==> src/rtl/uart_reg_pkg.sv <==
package uart_reg_pkg;
    typedef enum logic {TX_IDLE = 1'b0, TX_SHIFT = 1'b1} tx_state_e;
    typedef enum logic {RX_EMPTY = 1'b0, RX_HELD = 1'b1} rx_state_e;
endpackage

==> src/rtl/uart_tx_seq.sv <==
module uart_tx_seq
    import uart_reg_pkg::*;
#(
    parameter int DATA_W = 8
) (
    input  logic              clk,
    input  logic              rst_n,
    input  logic              data_wr,
    input  logic [DATA_W-1:0] wdata,
    input  logic              tx_done,
    input  logic              txc_clr,
    output logic              tx_start,
    output logic [DATA_W-1:0] tx_byte,
    output logic              empty,
    output logic              txc
);
    tx_state_e         state_q, state_d;
    logic [DATA_W-1:0] hold_q;
    logic              full_q;
    logic              launch;
    logic              finish;

    always_ff @(posedge clk) begin
        if (!rst_n) state_q <= TX_IDLE;
        else        state_q <= state_d;
    end

    always_comb begin
        state_d = state_q;
        launch  = 1'b0;
        finish  = 1'b0;
        unique case (state_q)
            TX_IDLE: begin
                if (full_q) begin
                    launch  = 1'b1;
                    state_d = TX_SHIFT;
                end
            end
            TX_SHIFT: begin
                if (tx_done) begin
                    if (full_q) begin
                        launch = 1'b1;
                    end else begin
                        state_d = TX_IDLE;
                        finish  = !data_wr;
                    end
                end
            end
            default: state_d = TX_IDLE;
        endcase
    end

    always_ff @(posedge clk) begin
        if (!rst_n) begin
            hold_q <= '0;
            full_q <= 1'b0;
            txc    <= 1'b0;
        end else begin
            if (data_wr)     hold_q <= wdata;
            if (data_wr)     full_q <= 1'b1;
            else if (launch) full_q <= 1'b0;
            if (finish)       txc <= 1'b1;
            else if (txc_clr) txc <= 1'b0;
        end
    end

    assign tx_start = launch;
    assign tx_byte  = hold_q;
    assign empty    = !full_q;
endmodule

==> src/rtl/uart_rx_hold.sv <==
module uart_rx_hold
    import uart_reg_pkg::*;
#(
    parameter int DATA_W = 8
) (
    input  logic              clk,
    input  logic              rst_n,
    input  logic              rx_valid,
    input  logic [DATA_W-1:0] rx_byte,
    input  logic              rx_stop_ok,
    input  logic              data_rd,
    output logic [DATA_W-1:0] rx_buf,
    output logic              rxc,
    output logic              fe,
    output logic              ovr
);
    rx_state_e state_q, state_d;
    logic      capture;
    logic      lost;

    always_ff @(posedge clk) begin
        if (!rst_n) state_q <= RX_EMPTY;
        else        state_q <= state_d;
    end

    always_comb begin
        state_d = state_q;
        capture = 1'b0;
        lost    = 1'b0;
        unique case (state_q)
            RX_EMPTY: begin
                if (rx_valid) begin
                    capture = 1'b1;
                    state_d = RX_HELD;
                end
            end
            RX_HELD: begin
                if (data_rd) begin
                    capture = rx_valid;
                    if (!rx_valid) state_d = RX_EMPTY;
                end else if (rx_valid) begin
                    lost = 1'b1;
                end
            end
            default: state_d = RX_EMPTY;
        endcase
    end

    always_ff @(posedge clk) begin
        if (!rst_n) begin
            rx_buf <= '0;
            fe     <= 1'b0;
            ovr    <= 1'b0;
        end else begin
            if (capture) begin
                rx_buf <= rx_byte;
                fe     <= !rx_stop_ok;
            end
            if (lost)         ovr <= 1'b1;
            else if (data_rd) ovr <= 1'b0;
        end
    end

    assign rxc = (state_q == RX_HELD);
endmodule

==> src/rtl/uart_reg_front.sv <==
module uart_reg_front #(
    parameter int DATA_W = 8
) (
    input  logic              clk,
    input  logic              rst_n,
    input  logic              reg_addr,
    input  logic              reg_wr,
    input  logic              reg_rd,
    input  logic [DATA_W-1:0] reg_wdata,
    output logic [DATA_W-1:0] reg_rdata,
    input  logic              rx_valid,
    input  logic [DATA_W-1:0] rx_byte,
    input  logic              rx_stop_ok,
    output logic              tx_start,
    output logic [DATA_W-1:0] tx_byte,
    input  logic              tx_done,
    input  logic              ie_rx,
    input  logic              ie_txc,
    input  logic              ie_empty,
    input  logic              txc_ack,
    output logic              irq_rx,
    output logic              irq_txc,
    output logic              irq_empty
);
    localparam int RXC_BIT   = DATA_W - 1;
    localparam int TXC_BIT   = DATA_W - 2;
    localparam int EMPTY_BIT = DATA_W - 3;
    localparam int FE_BIT    = DATA_W - 4;
    localparam int OVR_BIT   = DATA_W - 5;

    logic              data_wr, data_rd, stat_wr, txc_clr;
    logic              empty, txc, rxc, fe, ovr;
    logic [DATA_W-1:0] rxbuf_w;
    logic [DATA_W-1:0] status_w;

    assign data_wr = reg_wr && !reg_addr;
    assign data_rd = reg_rd && !reg_addr;
    assign stat_wr = reg_wr && reg_addr;
    assign txc_clr = txc_ack || (stat_wr && reg_wdata[TXC_BIT]);

    uart_tx_seq #(.DATA_W(DATA_W)) tx_i (
        .clk(clk), .rst_n(rst_n), .data_wr(data_wr), .wdata(reg_wdata),
        .tx_done(tx_done), .txc_clr(txc_clr), .tx_start(tx_start),
        .tx_byte(tx_byte), .empty(empty), .txc(txc)
    );

    uart_rx_hold #(.DATA_W(DATA_W)) rx_i (
        .clk(clk), .rst_n(rst_n), .rx_valid(rx_valid), .rx_byte(rx_byte),
        .rx_stop_ok(rx_stop_ok), .data_rd(data_rd), .rx_buf(rxbuf_w),
        .rxc(rxc), .fe(fe), .ovr(ovr)
    );

    always_comb begin
        status_w            = '0;
        status_w[RXC_BIT]   = rxc;
        status_w[TXC_BIT]   = txc;
        status_w[EMPTY_BIT] = empty;
        status_w[FE_BIT]    = fe;
        status_w[OVR_BIT]   = ovr;
    end

    assign reg_rdata = reg_addr ? status_w : rxbuf_w;
    assign irq_rx    = rxc && ie_rx;
    assign irq_txc   = txc && ie_txc;
    assign irq_empty = empty && ie_empty;
endmodule

==> config.mk <==
export PLATFORM = sky130hd
export DESIGN_NAME = uart_reg_front
export DESIGN_NICKNAME = d
export VERILOG_FILES = /design/src/rtl/uart_reg_pkg.sv /design/src/rtl/uart_tx_seq.sv /design/src/rtl/uart_rx_hold.sv /design/src/rtl/uart_reg_front.sv
export SDC_FILE = /design/constraint.sdc
export NUM_CORES = 1
export LEC_CHECK = 0
export BUFFER_PORTS_ARGS = -buffer_cell sky130_fd_sc_hd__buf_2
export CELL_PAD_IN_SITES_DETAIL_PLACEMENT = 1
export CELL_PAD_IN_SITES_GLOBAL_PLACEMENT = 1
export CORE_MARGIN = 10
export CORE_UTILIZATION = 31
export DETAILED_ROUTE_END_ITERATION = 10
export GPL_TIMING_DRIVEN = 0
export PLACE_DENSITY = 0.78
export SYNTH_ARGS = -nofsm -noshare
export SYNTH_HDL_FRONTEND = slang
export SYNTH_SLANG_ARGS = --single-unit
==> constraint.sdc <==
create_clock -name clk -period 1.35 [get_ports clk]
set_clock_uncertainty 0.15 [all_clocks]
set_input_delay 0.2025 -clock clk [delete_from_list [all_inputs] [get_ports clk]]
set_output_delay 0.2025 -clock clk [all_outputs]
set_load 0.01 [all_outputs]
Yosys cells after proc, flatten, opt, wreduce, memory -nomap -nowiden
Index checks and enable logic that the tools add are counted.
- input port bits: 28
- RAM bits: 0
- register bits after elaboration: 22
- word-level logic and storage cells: 47
- memories kept: 0
- memory bits (read-only): 0
- bits in latches: 0
- $lt $le $gt $ge: 0
- shift operators: 0
- bitwise logic cells: 2
- $mul: 0
- add/sub/neg operators: 0
- div/mod/pow operators: 0
- eq/ne operators: 0
- multiplexer cells: 22
- reductions and logical operators: 15
- operators by type and width (cell ; count):
    $mux W1 ; 17
    $mux W8 ; 1
    $pmux W1 S2 ; 4
    $logic_and A1 B1 Y1 ; 7
    $reduce_bool A2 Y1 ; 3
    $logic_not A1 Y1 ; 4
    $not A1 Y1 ; 2
    $logic_or A1 B1 Y1 ; 1

Logic depth before layout (Yosys ltp)
- word-level depth: 7
- mapped depth: 4
- depth with buffers taken out: 3

Cells and area by module
From an unflattened synthesis, not the netlist that was laid out.
- cells, all modules: 99
- area, all modules: 1032.2 µm²
- by module, submodules not included (module ; times used ; sequential area each (µm²) ; area each (µm²) ; cells each):
    uart_rx_hold ; 1 ; 220.2 ; 442.9 ; 46
    uart_tx_seq ; 1 ; 220.2 ; 435.4 ; 38
    uart_reg_front ; 1 ; 0.0 ; 153.9 ; 15

Least setup slack after synthesis
No wires, ideal clock.
- path type: input to output
- from: input port reg_addr
- to: output port reg_rdata[3]
- setup slack: 0.242 ns
- cell stages on the path: 2
- data arrival time: 0.756 ns
- cell sequence: buf_2 -> mux2_1
- longest elaborated chain between the ends: 1
- RTL lines (item ; line ; source):
    start: declaration ; uart_reg_front.sv:6 ; input logic reg_addr,
    $mux W8 ; uart_reg_front.sv:62 ; assign reg_rdata = reg_addr ? status_w : rxbuf_w;
    end: declaration ; uart_reg_front.sv:10 ; output logic [DATA_W-1:0] reg_rdata,
Every way passes these cells.

Worst setup path after layout
- from: register rx_i.rx_buf[4]
- to: output port reg_rdata[4]
- longest elaborated chain between the ends: 1
- RTL lines (item ; line ; source):
    start: declaration ; uart_rx_hold.sv:12 ; output logic [DATA_W-1:0] rx_buf,
    start signal: assignment ; uart_rx_hold.sv:56 ; rx_buf <= rx_byte;
    $mux W8 ; uart_reg_front.sv:62 ;
Every way passes these cells.

==> metrics.txt <==
synth-to-layout area growth=62.4%; die span in x=76.3 um; Worst-Margin Slew=approximately 430 ps; Final HPWL DP=2.25 mm; minimum clock period=1390 ps; ant diodes=0; drt pass-1 iters=4; antenna violations before repair=0; post-synth net total=139; H-tree levels=1; Total Die Area=5810 sq um; setup slack of the critical path after layout=-43.1 ps; Critical Path Slowest Stage Cell=dfxtp_2; leakage power summed over all cells=0.749 nW; Fillers=between 300 and 400; detail-routed via count per cell=4.39; wire length reported by the detailed router=3.22 mm; cells traversed along the worst timing path=mux2_4 > buf_6; weighted congestion reported at the end of routability-driven placement=0.746; routed len/inst=roughly 14 um; number of buffers added on ports=47; gate count of the mapped netlist=between 100 and 150; final-stage net count=around 210; Core Box Area=3050 sq um; layout cell share with drive strength beyond 1=0.454; max-slew violation count=0; cell at the root of the clock tree=clkbuf_4; pin count of the biggest net entering global routing=14; worst stage delay on the critical path=between 300 and 400 ps; headroom to the max-slew limit=0.714; cell area after synthesis=~980 sq um; Netlist cell types=20; Total GRT Usage=0.111; CTS sink cnt=22; starting DRC count in detailed routing=42; setup repair after global routing missed its margin=yes; clock latency reported for the late side of the worst-skew pair=310 ps; Cell Rows=20; maximum capacitance violations=0; Reg clk slew, reported paths=120 ps; type of destination of the critical path=primary output; core utilization of the finished layout=0.522; highest clock frequency the design can meet=718 MHz; total of endpoints with negative setup slack in the final report=6; placed standard-cell area=1270 sq um; number of buffers between clock root and the deepest sink=2; Synth area leaders=dfxtp_1, nand2_1, mux2i_1; failing checks=setup timing; classification of the worst setup path=reg -> out; critical path data required time=1000 ps; TritonCTS clock tree=built; Ys Warns=0; total global routing overflow=0; post-route fraction of the period consumed by the critical path=1.03; Yosys top cell by area=dfxtp_1; hold_ws=16.5 ps; DRC violations left=0; initial cell density of the core=0.321; kind of start point of the critical path=register; first-pass GRT wire length=5.38 mm; Die Y=76.3 um; Hold WC Path Type=in -> reg; count of nets left with antenna violations after detail routing=0; vias in the first global route=1112; share of the synthesized area in the top cell type=0.449; power density over cell area=around 800 nW/um^2; Final Total Pwr=roughly 1.3 mW; endpoint arrival time on the critical path=1040 ps; mean instance size in the synthesized netlist=8.84 sq um; result of the run=finished with violations; number of hold violations in the final report=0; vias after detailed routing=997; peak supply drop=0.367 mV; clock buffers created by TritonCTS=3; share of synthesized area occupied by flip-flops and latches=0.449; fin area=~1600 sq um; number of flip-flops and latches in the synthesized netlist=22; number of I/O pins=48; largest fanout of any net on the critical path=2
-- cells by family after synthesis --
kind of cell	synth area share
AO/OA/AOI/OAI	0.124
flip-flops	0.449
buffers and inverters	0.0459
AND/OR/NAND/NOR	0.244
multiplexers	0.138
-- power by group --
part | leakage, nW | internal [mW] | switching (mW) | total, mW
Combinational | 0.550 | 0.171 | 0.127 | 0.298
Clock | 0.0138 | 0.104 | 0.199 | 0.303
Sequential | 0.185 | 0.689 | 0.0191 | 0.708
-- area by class of cell --
type,count,area (sq um),area share
tap,44,55.1,0.0346
multi-input combinational,81,523,0.328
timing repair buffer,70,495,0.311
inverter,1,3.75,0.00236
sequential,22,457,0.287
clock buffer,3,22.5,0.0141
buffer,6,36.3,0.0228
-- cells in the final DEF (no fill, tap or decap) --
| master | Yosys | routed |
|---|---|---|
| dfxtp_1 | 22 | 9 |
| a21boi_2 | 1 | 1 |
| nor2b_1 | 9 | 8 |
| a311oi_2 | 1 | 1 |
| buf_4 | 1 | 5 |
| mux2_4 | 0 | 4 |
| nand2b_1 | 2 | 2 |
| inv_1 | 1 | 1 |
| buf_2 | 3 | 43 |
| a21boi_1 | 8 | 8 |
| nor2_1 | 2 | 2 |
| a21oi_1 | 4 | 4 |
| nand2b_4 | 1 | 1 |
| clkbuf_4 | 0 | 3 |
| dlygate4sd3_1 | 0 | 17 |
| buf_6 | 1 | 9 |
| nor2b_4 | 0 | 1 |
| nor3_1 | 1 | 1 |
| dfxtp_2 | 0 | 13 |
| nand2_1 | 35 | 35 |
| mux2i_1 | 9 | 9 |
| o21a_1 | 2 | 2 |
| and2_4 | 0 | 2 |
| clkbuf_1 | 2 | 2 |
-- state kept, by name, summed over array words and instances, names as in the netlist --
register and flops:
tx_i.tx_byte 8, tx_i.txc 1, rx_i.rx_buf 8, rx_i.rxc 1, rx_i.ovr 1, rx_i.fe 1, tx_i.full_q 1, tx_i.state_q 1
-- worst paths after layout --
| path | start | end | slack (ps) | cells past startpoint |
|---|---|---|---|---|
| setup reg to reg | rx_i.rxc | rx_i.rx_buf[3] | 150 | 4 |
| hold reg to reg | tx_i.tx_byte[2] | tx_i.tx_byte[2] | 310 | 2 |
| setup / recovery | rx_i.rx_buf[4] | reg_rdata[4] | -40 | 2 |
| hold / removal | rst_n | rx_i.fe | 20 | 3 |
-- timing repair --
item | in CTS | in global routing
hold buffers | 17 | 0
hold endpoints to repair | 17 | 0
resized for setup | 22 | 7
buffers inserted | 3 | 3
setup endpoints to repair | 5 | 10
gates cloned | 0 | 0
-- cells in the mapped netlist --
| cell | number |
|---|---|
| buf_2 | 3 |
| nor2_1 | 2 |
| nand2_1 | 35 |
| mux2i_1 | 9 |
| a21boi_2 | 1 |
| nor3_1 | 1 |
| a311oi_2 | 1 |
| nand2b_1 | 2 |
| nor2b_1 | 9 |
| a21boi_1 | 8 |
| and2_1 | 2 |
| dfxtp_1 | 22 |
| buf_6 | 1 |
| mux2_1 | 4 |
| nand2b_4 | 1 |
| a21oi_1 | 4 |
| clkbuf_1 | 2 |
| buf_4 | 1 |
| o21a_1 | 2 |
| inv_1 | 1 |
-- through the flow --
step                instances  setup slack (ps)  TNS (ps)
floorplan                 111               242         0
global placement          202             -68.8      -246
detailed placement        202             -87.7      -262
CTS                       224             -58.7      -253
global route              227             -86.1      -534
finish                    227             -43.1      -178
-- layer usage --
| layer | vias up | global-route usage | part of all wire |
|---|---|---|---|
| li1 | 504 | - | - |
| met1 | 454 | 0.122 | 0.43 |
| met2 | 35 | 0.195 | 0.50 |
| met3 | 4 | 0.0236 | 0.047 |
| met4 | 0 | 0.0613 | 0.021 |
| met5 | - | 0 | 0 |
-- worst max-delay path, delay by kind of cell, from the launching register on --
kind                   cells  cell delay (ps)
buffers and inverters      1              120
muxes                      1              270
DFF                        1              340
(Power assumes the default switching activity.)
